File: config.mk
export PLATFORM = sky130hd
export DESIGN_NAME = hw_lock_bank
export DESIGN_NICKNAME = d
export VERILOG_FILES = /design/src/rtl/hw_lock_pkg.sv /design/src/rtl/hw_lock_decode.sv /design/src/rtl/hw_lock_arb.sv /design/src/rtl/hw_lock_flags.sv /design/src/rtl/hw_lock_bank.sv
export SDC_FILE = /design/constraint.sdc
export NUM_CORES = 1
export LEC_CHECK = 0
export ABC_AREA = 1
export BUFFER_PORTS_ARGS = -buffer_cell sky130_fd_sc_hd__buf_2
export CORE_MARGIN = 1
export CORE_UTILIZATION = 53
export CTS_CLUSTER_DIAMETER = 100
export DETAILED_ROUTE_END_ITERATION = 8
export GPL_TIMING_DRIVEN = 0
export PLACE_DENSITY_LB_ADDON = 0.25
export SLEW_MARGIN = 25
export SYNTH_ARGS = -nofsm -noshare
export SYNTH_HDL_FRONTEND = slang
export SYNTH_SLANG_ARGS = --single-unit
File: constraint.sdc
create_clock -name clk -period 1.45 [get_ports clk]
set_input_delay 0.145 -clock clk [delete_from_list [all_inputs] [get_ports clk]]
set_output_delay 0.145 -clock clk [all_outputs]
set_load 0.005 [all_outputs]
File: src/rtl/hw_lock_pkg.sv
package hw_lock_pkg;

  // Fixed register offsets (bytes)
  localparam int CFG_OFS       = 'h000;
  localparam int STATE_OFS     = 'h010;
  localparam int LOCK_BASE_OFS = 'h100;

  typedef enum logic [1:0] {
    HIT_NONE  = 2'd0,
    HIT_CFG   = 2'd1,
    HIT_STATE = 2'd2,
    HIT_LOCK  = 2'd3
  } hit_e;

  // Count code reported in the top nibble of the configuration word
  function automatic logic [3:0] count_code(input int n);
    case (n)
      32:      return 4'd1;
      64:      return 4'd2;
      128:     return 4'd3;
      256:     return 4'd4;
      default: return 4'd0;
    endcase
  endfunction

endpackage

File: src/rtl/hw_lock_decode.sv
module hw_lock_decode
  import hw_lock_pkg::*;
#(
  parameter int NUM_LOCKS = 32,
  parameter int ADDR_W    = 12,
  parameter int IDX_W     = 5
) (
  input  logic [ADDR_W-1:0] addr,
  output hit_e              hit,
  output logic [IDX_W-1:0]  idx
);

  localparam logic [ADDR_W-1:0] BASE = ADDR_W'(LOCK_BASE_OFS);
  localparam logic [ADDR_W-1:0] SPAN = ADDR_W'(4 * NUM_LOCKS);

  logic [ADDR_W-1:0] rel;
  logic              in_window;

  // unsigned wrap folds the lower and upper bound into one compare
  assign rel       = addr - BASE;
  assign in_window = (rel < SPAN) && (rel[1:0] == 2'b00);

  always_comb begin
    hit = HIT_NONE;
    if (addr == ADDR_W'(CFG_OFS))        hit = HIT_CFG;
    else if (addr == ADDR_W'(STATE_OFS)) hit = HIT_STATE;
    else if (in_window)                  hit = HIT_LOCK;
  end

  always_comb begin
    idx = '0;
    for (int b = 0; b < IDX_W; b++) idx[b] = rel[b+2];
  end

endmodule

File: src/rtl/hw_lock_arb.sv
module hw_lock_arb #(
  parameter int NUM_LOCKS = 32,
  parameter int IDX_W     = 5
) (
  input  logic [1:0]            claim,    // lock read request per port
  input  logic [1:0]            free,     // zero-write release per port
  input  logic [1:0]            touch,    // any lock access per port
  input  logic [1:0][IDX_W-1:0] idx,
  input  logic [NUM_LOCKS-1:0]  lock_q,
  output logic [NUM_LOCKS-1:0]  set_v,
  output logic [NUM_LOCKS-1:0]  clr_v,
  output logic [1:0]            held
);

  logic       collide;
  logic [1:0] grant;

  assign collide = touch[0] && touch[1] && (idx[0] == idx[1]);
  assign grant   = {~collide, 1'b1};

  always_comb begin
    set_v = '0;
    clr_v = '0;
    for (int p = 0; p < 2; p++) begin
      if (claim[p] && grant[p]) set_v[idx[p]] = 1'b1;
      if (free[p]  && grant[p]) clr_v[idx[p]] = 1'b1;
    end
  end

  // a losing port B read is reported as busy
  assign held[0] = lock_q[idx[0]];
  assign held[1] = collide | lock_q[idx[1]];

endmodule

File: src/rtl/hw_lock_flags.sv
module hw_lock_flags #(
  parameter int NUM_LOCKS = 32
) (
  input  logic                 clk,
  input  logic                 rst,
  input  logic [NUM_LOCKS-1:0] set_v,
  input  logic [NUM_LOCKS-1:0] clr_v,
  output logic [NUM_LOCKS-1:0] lock_q
);

  for (genvar i = 0; i < NUM_LOCKS; i++) begin : g_flag
    always_ff @(posedge clk) begin
      if (rst)           lock_q[i] <= 1'b0;
      else if (set_v[i]) lock_q[i] <= 1'b1;
      else if (clr_v[i]) lock_q[i] <= 1'b0;
    end
  end

endmodule

File: src/rtl/hw_lock_bank.sv
module hw_lock_bank
  import hw_lock_pkg::*;
#(
  parameter int NUM_LOCKS = 32,
  parameter int ADDR_W    = 12,
  parameter int DATA_W    = 32,
  parameter bit PORT_B_EN = 1'b1
) (
  input  logic              clk,
  input  logic              rst,
  input  logic [ADDR_W-1:0] a_addr,
  input  logic              a_rd_en,
  input  logic              a_wr_en,
  input  logic [DATA_W-1:0] a_wdata,
  output logic [DATA_W-1:0] a_rdata,
  input  logic [ADDR_W-1:0] b_addr,
  input  logic              b_rd_en,
  input  logic              b_wr_en,
  input  logic [DATA_W-1:0] b_wdata,
  output logic [DATA_W-1:0] b_rdata
);

  localparam int IDX_W = $clog2(NUM_LOCKS);
  localparam logic [DATA_W-1:0] CFG_WORD =
    {count_code(NUM_LOCKS), {(DATA_W-4){1'b0}}};

  logic [1:0][ADDR_W-1:0] addr_p;
  logic [1:0][DATA_W-1:0] wd_p;
  logic [1:0]             rd_p, wr_p;
  hit_e                   hit_p [2];
  logic [1:0][IDX_W-1:0]  idx_p;
  logic [1:0]             is_lock_p, claim_p, free_p, touch_p, held_p;
  logic [1:0][DATA_W-1:0] rdata_q;
  logic [NUM_LOCKS-1:0]   lock_q, set_v, clr_v;

  // port gathering; port B is tied off when disabled
  assign addr_p[0] = a_addr;
  assign wd_p[0]   = a_wdata;
  assign rd_p[0]   = a_rd_en;
  assign wr_p[0]   = a_wr_en;
  assign addr_p[1] = b_addr;
  assign wd_p[1]   = b_wdata;
  assign rd_p[1]   = PORT_B_EN & b_rd_en;
  assign wr_p[1]   = PORT_B_EN & b_wr_en;

  for (genvar p = 0; p < 2; p++) begin : g_port
    hw_lock_decode #(
      .NUM_LOCKS(NUM_LOCKS),
      .ADDR_W   (ADDR_W),
      .IDX_W    (IDX_W)
    ) u_dec (
      .addr(addr_p[p]),
      .hit (hit_p[p]),
      .idx (idx_p[p])
    );

    assign is_lock_p[p] = (hit_p[p] == HIT_LOCK);
    assign claim_p[p]   = rd_p[p] && is_lock_p[p];
    // a read wins over a write on the same port
    assign free_p[p]    = wr_p[p] && !rd_p[p] && is_lock_p[p] && (wd_p[p] == '0);
    assign touch_p[p]   = (rd_p[p] || wr_p[p]) && is_lock_p[p];

    logic [DATA_W-1:0] rd_val;
    always_comb begin
      case (hit_p[p])
        HIT_CFG:   rd_val = CFG_WORD;
        HIT_STATE: rd_val = DATA_W'(lock_q[31:0]);
        HIT_LOCK:  rd_val = DATA_W'(held_p[p]);
        default:   rd_val = '0;
      endcase
    end

    always_ff @(posedge clk) begin
      if (rst)           rdata_q[p] <= '0;
      else if (rd_p[p])  rdata_q[p] <= rd_val;
      else               rdata_q[p] <= '0;
    end
  end

  hw_lock_arb #(
    .NUM_LOCKS(NUM_LOCKS),
    .IDX_W    (IDX_W)
  ) u_arb (
    .claim (claim_p),
    .free  (free_p),
    .touch (touch_p),
    .idx   (idx_p),
    .lock_q(lock_q),
    .set_v (set_v),
    .clr_v (clr_v),
    .held  (held_p)
  );

  hw_lock_flags #(
    .NUM_LOCKS(NUM_LOCKS)
  ) u_flags (
    .clk   (clk),
    .rst   (rst),
    .set_v (set_v),
    .clr_v (clr_v),
    .lock_q(lock_q)
  );

  assign a_rdata = rdata_q[0];
  assign b_rdata = rdata_q[1];

endmodule

Word level (Yosys, flattened, before mapping)
Index checks and enable logic that the tools add are counted.
{"block": "totals", "reg_bits": 96, "latchBits": 0, "ram_bits": 0, "romBits": 0, "input_bits": 94, "out_inout_bits": 64, "mem_count": 0}
{"block": "op_classes", "add_sub_neg": 2, "mul": 0, "div_mod_pow": 0, "n_lt_le_gt_ge": 6, "eq_ne": 9, "shift": 0, "muxes": 84, "n_bitwise": 6, "reduce_logical": 62}
{"cell": "$pmux W32 S3", "n": 2}
{"cell": "$mux W32", "n": 4}
{"cell": "$mux W1", "n": 68}
{"cell": "$logic_not A32 Y1", "n": 2}
{"cell": "$or A32 B32 Y32", "n": 2}
{"cell": "$reduce_bool A2 Y1", "n": 32}
{"cell": "$eq A12 B5 Y1 const B", "n": 2}
{"cell": "$logic_not A12 Y1", "n": 2}
{"cell": "$lt A12 B8 Y1 const B", "n": 2}
{"cell": "$sub A12 B9 Y12 const B", "n": 2}
{"cell": "$logic_and A1 B1 Y1", "n": 18}
{"cell": "$lt A5 B6 Y1 const B", "n": 2}
{"cell": "$mux W2", "n": 6}
{"cell": "$bmux W1 S5", "n": 2}
{"cell": "$demux W1 S5", "n": 2}
{"cell": "$ge A5 B1 Y1 const B", "n": 2}
{"cell": "$eq A2 B2 Y1 const B", "n": 4}
{"cell": "$eq A5 B5 Y1", "n": 1}
{"cell": "$eq A2 B1 Y1 const B", "n": 2}
{"cell": "$logic_not A2 Y1", "n": 2}
{"cell": "$reduce_or A2 Y1", "n": 2}
{"cell": "$not A1 Y1", "n": 3}
{"cell": "$logic_not A1 Y1", "n": 2}
{"cell": "$logic_or A1 B1 Y1", "n": 2}
{"cell": "$or A1 B1 Y1", "n": 1}

Logic depth before layout (Yosys ltp)
{"block": "depth", "word_depth": 15, "mapped_depth": 12}

Hierarchy
From an unflattened synthesis, not the netlist that was laid out.
{"block": "hier_totals", "hier_cells": 912, "hier_area_um2": 5972.0}
{"mod": "hw_lock_bank", "n_inst": 1, "cells_per_inst": 256, "area_per_inst_um2": 2494.9, "seq_area_each_um2": 1281.2}
{"mod": "hw_lock_arb", "n_inst": 1, "cells_per_inst": 409, "area_per_inst_um2": 1921.8, "seq_area_each_um2": 0.0}
{"mod": "hw_lock_flags", "n_inst": 1, "cells_per_inst": 163, "area_per_inst_um2": 1194.9, "seq_area_each_um2": 640.6}
{"mod": "hw_lock_decode", "n_inst": 2, "cells_per_inst": 42, "area_per_inst_um2": 180.2, "seq_area_each_um2": 0.0}

Worst setup path after synthesis
OpenSTA, ideal clock, no wires.
{"block": "synth_timing", "kind": "input -> register", "startpoint": "input port b_addr[1]", "endpoint": "register u_flags.lock_q[10]", "arrival_time_ns": 1.165, "path_slack_ns": 0.152, "stages": 8, "path_cell_list": "nor2_1 nand3_1 nor3_2 buf_2 buf_1 nand4_1 nand2_1 a21oi_1"}
{"block": "synth_via", "elab_chain_len": 14}
{"item": "start, declared", "line_no": "hw_lock_bank.sv:16", "rtl": "input logic [ADDR_W-1:0] b_addr,"}
{"item": "$sub A12 B9 Y12", "line_no": "hw_lock_decode.sv:20", "rtl": "assign rel = addr - BASE;"}
{"item": "$lt A12 B8 Y1 or $logic_not A2 Y1 (tied branches)", "line_no": "hw_lock_decode.sv:21", "rtl": "assign in_window = (rel < SPAN) && (rel[1:0] == 2'b00);"}
{"item": "$logic_and A1 B1 Y1", "line_no": "hw_lock_decode.sv:21"}
{"item": "$mux W2", "line_no": "hw_lock_decode.sv:27", "rtl": "else if (in_window) hit = HIT_LOCK;"}
{"item": "$mux W2", "line_no": "hw_lock_decode.sv:26", "rtl": "else if (addr == ADDR_W'(STATE_OFS)) hit = HIT_STATE;"}
{"item": "$mux W2", "line_no": "hw_lock_decode.sv:25", "rtl": "if (addr == ADDR_W'(CFG_OFS)) hit = HIT_CFG;"}
{"item": "$eq A2 B2 Y1", "line_no": "hw_lock_bank.sv:57", "rtl": "assign is_lock_p[p] = (hit_p[p] == HIT_LOCK);"}
{"item": "$logic_and A1 B1 Y1", "line_no": "hw_lock_bank.sv:61", "rtl": "assign touch_p[p] = (rd_p[p] || wr_p[p]) && is_lock_p[p];"}
{"item": "$logic_and A1 B1 Y1 (2 in series)", "line_no": "hw_lock_arb.sv:18", "rtl": "assign collide = touch[0] && touch[1] && (idx[0] == idx[1]);"}
{"item": "$not A1 Y1", "line_no": "hw_lock_arb.sv:19", "rtl": "assign grant = {~collide, 1'b1};"}
{"item": "$logic_and A1 B1 Y1 (on tied branches)", "line_no": "hw_lock_arb.sv:25, hw_lock_arb.sv:26"}
{"item": "$mux W32 (on tied branches)", "line_no": "hw_lock_arb.sv:25, hw_lock_arb.sv:26"}
{"item": "$mux W1 or $reduce_bool A2 Y1 (tied branches)"}
{"item": "end signal, assigned by index", "line_no": "hw_lock_flags.sv:13", "rtl": "if (rst) lock_q[i] <= 1'b0;"}
{"item": "end signal, assigned by index", "line_no": "hw_lock_flags.sv:14", "rtl": "else if (set_v[i]) lock_q[i] <= 1'b1;"}
{"item": "end signal, assigned by index", "line_no": "hw_lock_flags.sv:15", "rtl": "else if (clr_v[i]) lock_q[i] <= 1'b0;"}
{"item": "end, declared", "line_no": "hw_lock_flags.sv:8", "rtl": "output logic [NUM_LOCKS-1:0] lock_q"}
Parallel ways exist; a longest one is shown, timed or not.
A chain may end at the register's enable or synchronous reset.

Worst setup path in the final report
{"block": "layout_timing", "startpoint": "input port b_addr[3]", "endpoint": "register rdata_q (netlist bit b_rdata[31])"}
{"block": "layout_via", "elab_chain_len": 8}
{"item": "$sub A12 B9 Y12", "line_no": "hw_lock_decode.sv:20"}
{"item": "$lt A12 B8 Y1", "line_no": "hw_lock_decode.sv:21"}
{"item": "$logic_and A1 B1 Y1", "line_no": "hw_lock_decode.sv:21"}
{"item": "$mux W2", "line_no": "hw_lock_decode.sv:27"}
{"item": "$mux W2", "line_no": "hw_lock_decode.sv:26"}
{"item": "$mux W2 *", "line_no": "hw_lock_decode.sv:25"}
{"item": "$eq A2 B2 Y1 or $eq A2 B1 Y1 (tied branches)", "line_no": "hw_lock_bank.sv:65", "rtl": "case (hit_p[p])"}
{"item": "$pmux W32 S3 *", "line_no": "hw_lock_bank.sv:65"}
{"item": "end signal, assigned by index", "line_no": "hw_lock_bank.sv:75", "rtl": "else if (rd_p[p]) rdata_q[p] <= rd_val;"}
{"item": "end, declared", "line_no": "hw_lock_bank.sv:33", "rtl": "logic [1:0][DATA_W-1:0] rdata_q;"}
Mark *: on every way between the ends. The rest lies on a longest branch, timed or not.

==> impl_metrics.py <==
metrics = {
    "sta": {
        "tightest_slew_ps": 747,
        "fin_crit_sh_pct": 93.4,
        "setup_viol": 0,
        "finClkSkew_ps": 17.6,
        "fin_setup_tns_ps": 0,
        "rsz0062_at_grt": "no",
        "holdWs_ps": 75.0,
        "setup_slack_ps": 96.1,
        "slew_violations": 0,
        "relSlewSlack_pct": 50.2,
        "finalCriticalPeriod_ps": 1350,
        "hold_violations": 0,
        "max_clock_freq_mhz": 739,
    },
    "worst_setup_path": {
        "ff2ff_path_depth": 10,
        "cp-start-kind": "primary input",
        "arrival_ps": 1640,
        "timing.rr.end": "b_rdata[0]$_SDFF_PP0_",
        "crit_fanout": 10,
        "critPathCaptureType": "flip-flop",
        "timing.rr.start": "u_flags.lock_q[17]$_SDFFE_PP0P_",
        "crit_required_ps": 1730,
        "rrSetupSlack_ps": 160,
        "worstSetupPathType": "primary input to flip-flop",
    },
    "global_route": {
        "grt_pass1_wl_um": 30800,
        "grt_start_max_net_pins": 18,
        "grt_antenna_before_repair": 0,
        "grt_overflow": 0,
        "grt_pass1_vias": 6306,
        "track_usage_pct": 34.2,
    },
    "drt": {
        "postRouteAntennaNets": 0,
        "drt-total-wl_um": 19100,
        "drt_pass1_iterations": 7,
        "initialDrtViolationCount": 978,
        "drc": 0,
        "post_drt_wl_per_cell_um": 15.6,
        "num_vias": 6936,
        "viasPerCell": 5.66,
    },
    "logic_synthesis": {
        "synth_cells": 920,
        "netlist.area_leader.share_pct": 33.2,
        "async_reset_ff_share_pct": 0,
        "syn_area_sq_um": 5790,
        "synthTopCellsByArea": "dfxtp_1 (33%), nand2_1 (12%), nand4_1 (11%), nor2_1 (10%), inv_1 (7.2%)",
        "synth-edff-count": 0,
        "synthFlopType": "dfxtp_1",
        "ys_ff_latch": 96,
        "yosysMostFrequentCell": "nand2_1",
        "synth_fp_nets": 1014,
        "synth_cell_type_count": 27,
        "yosysTopAreaCell": "dfxtp_1",
        "ys_seq_area_share_pct": 33.2,
        "ys_top_cells_by_count": "nand2_1 (182), nor2_1 (156), inv_1 (111)",
        "avgSynthCellArea_sq_um": 6.30,
        "ys_warn_count": 0,
    },
    "outcome": {
        "status": "completed",
    },
    "power": {
        "p_int_mw": 3.64,
        "irDropWorstVdd_mv": 0.525,
        "p_sw_mw": 1.45,
        "power.density_nw_per_um2": 731,
        "seqPwrFrac_pct": 51.8,
        "leakagePower_nw": 3.25,
        "p_clk_share_pct": 37.2,
        "power_frac_comb_pct": 11.1,
        "total_power_mw": 5.09,
        "switching_share_pct": 28.4,
    },
    "clocking": {
        "cts_tree": "yes",
        "insertion_delay_ps": 390,
        "clkSinkCount": 96,
        "holdBufCountCts": 0,
        "cts_root_buf": "clkbuf_8",
        "path_clk_slew_ps": 90,
        "cts_inserted_buffers": 9,
        "ctsLongestPathBuffers": 2,
        "cts_max_level": 3,
    },
    "place": {
        "place_congestion": 0.943,
        "dp_hpwl_um": 14000,
        "port_buffers": 154,
        "placed_cell_area_sq_um": 6730,
        "place_ws_ps": -442,
    },
    "hold_path": {
        "hp-start": "a_addr[4]",
        "hold_depth": 2,
        "worstHoldPathType": "primary input to flip-flop",
        "hold_path_end": "a_rdata[28]$_SDFF_PP0_",
    },
    "floorplanning": {
        "initial_core_util_pct": 55.4,
        "pin_count": 158,
        "die_h_um": 107,
        "fp.dieArea_sq_um": 11300,
        "die_w_um": 107,
        "fp-row-count": 37,
        "coreArea_sq_um": 10500,
    },
    "final_layout": {
        "nNetsFinal": 1179,
        "fin_area_sq_um": 6960,
        "fillers": 1000,
        "regArea_sq_um": 1920,
        "multi_input_area_sq_um": 3060,
        "n_antenna_cell": 0,
        "drive_gt1_share_pct": 23.2,
        "areaGrowthSynthToFinish_pct": 20.2,
    },
    "flow_run": {
        "cap_violations": 0,
    },
}
-- power by group through the flow --
stage | sequential (mW) | combinational [mW] | clock (mW)
2_1_floorplan | 2.70 | 0.281 | 0
3_3_place_gp | 2.70 | 0.536 | 0
3_5_place_dp | 2.70 | 0.541 | 0
4_1_cts | 2.64 | 0.546 | 1.87
5_1_grt | 2.64 | 0.610 | 2.00
6_report | 2.64 | 0.564 | 1.89
-- critical path: stages --
cell	delay (ps)
buf_2	140
nor2_4	320
nand3b_1	250
nor2_2	230
inv_2	60
clkbuf_1	220
nor3_1	250
-- worst max-delay path by stage --
stage,from,endpoint,slack [ps],depth (start not counted)
final,b_addr[3],b_rdata[31]$_SDFF_PP0_,100,7
after detailed placement,b_addr[3],b_rdata[13]$_SDFF_PP0_,-440,7
after global placement,b_addr[3],b_rdata[13]$_SDFF_PP0_,-440,7
after global routing,a_addr[8],u_flags.lock_q[27]$_SDFFE_PP0P_,10,11
after floorplan,b_addr[1],u_flags.lock_q[10]$_SDFFE_PP0P_,150,8
after CTS,b_addr[2],b_rdata[0]$_SDFF_PP0_,50,12
-- metal layers --
metal / GRT usage [%] / vias up / share of wire [%]
met5: 0 / - / 0
met4: 18.0 / 0 / 4.1
met3: 7.79 / 78 / 12
met2: 55.1 / 473 / 45
met1: 42.6 / 3057 / 39
li1: - / 3328 / -
-- state kept, by name, summed over array words and instances (netlist names) --
name	cells
a_rdata	32
b_rdata	32
u_flags.lock_q	32
-- per-stage QoR --
| step | instances | util [%] |
|---|---|---|
| 6_report | 1226 | 66.6 |
| 5_1_grt | 1226 | 66.6 |
| 4_1_cts | 1226 | 66.4 |
| 3_5_place_dp | 1210 | 64.4 |
| 3_3_place_gp | 1210 | 64.4 |
| 2_1_floorplan | 920 | - |
-- cells in the final DEF, fill, tap and decap left out --
cell,n
nand3_1,51
buf_1,3
clkbuf_8,9
inv_2,9
nand2_2,1
buf_4,2
a21oi_1,52
clkbuf_2,7
o22ai_1,7
a22oi_1,5
clkbuf_1,21
nand4_1,100
bufinv_16,1
inv_8,2
nor3_2,31
buf_6,7
nand3b_1,2
clkinvlp_4,1
nor2_4,2
clkbuf_4,1
o21ai_0,1
nor2_2,3
dfxtp_1,96
clkinv_4,2
nor2_1,153
clkinv_1,17
a21oi_2,1
buf_2,174
nor3_1,31
a211oi_1,1
nor4_1,1
o21bai_1,3
inv_1,111
o21ai_1,1
nand2_1,181
-- cell families after synthesis --
| family | after synthesis | synth area share (%) |
|---|---|---|
| compound gates | 71 | 6.74 |
| buf+inv | 197 | 14.3 |
| flops | 96 | 33.2 |
| simple gates | 556 | 45.8 |
-- what timing repair did --
action,CTS,global route
buffers inserted,0,0
gates resized for setup,1,16
setup endpoints to repair,30,40
-- final cells by class --
class                           count  area share (%)
Multi-Input combinational cell    627            43.9
Sequential cell                    96            27.6
Timing Repair Buffer              154            11.1
Inverter                          137            7.38
Buffer                             60            4.64
Tap cell                          136            2.44
Clock buffer                       10            1.83
Clock inverter                      6            1.11
(Power assumes the default switching activity.)
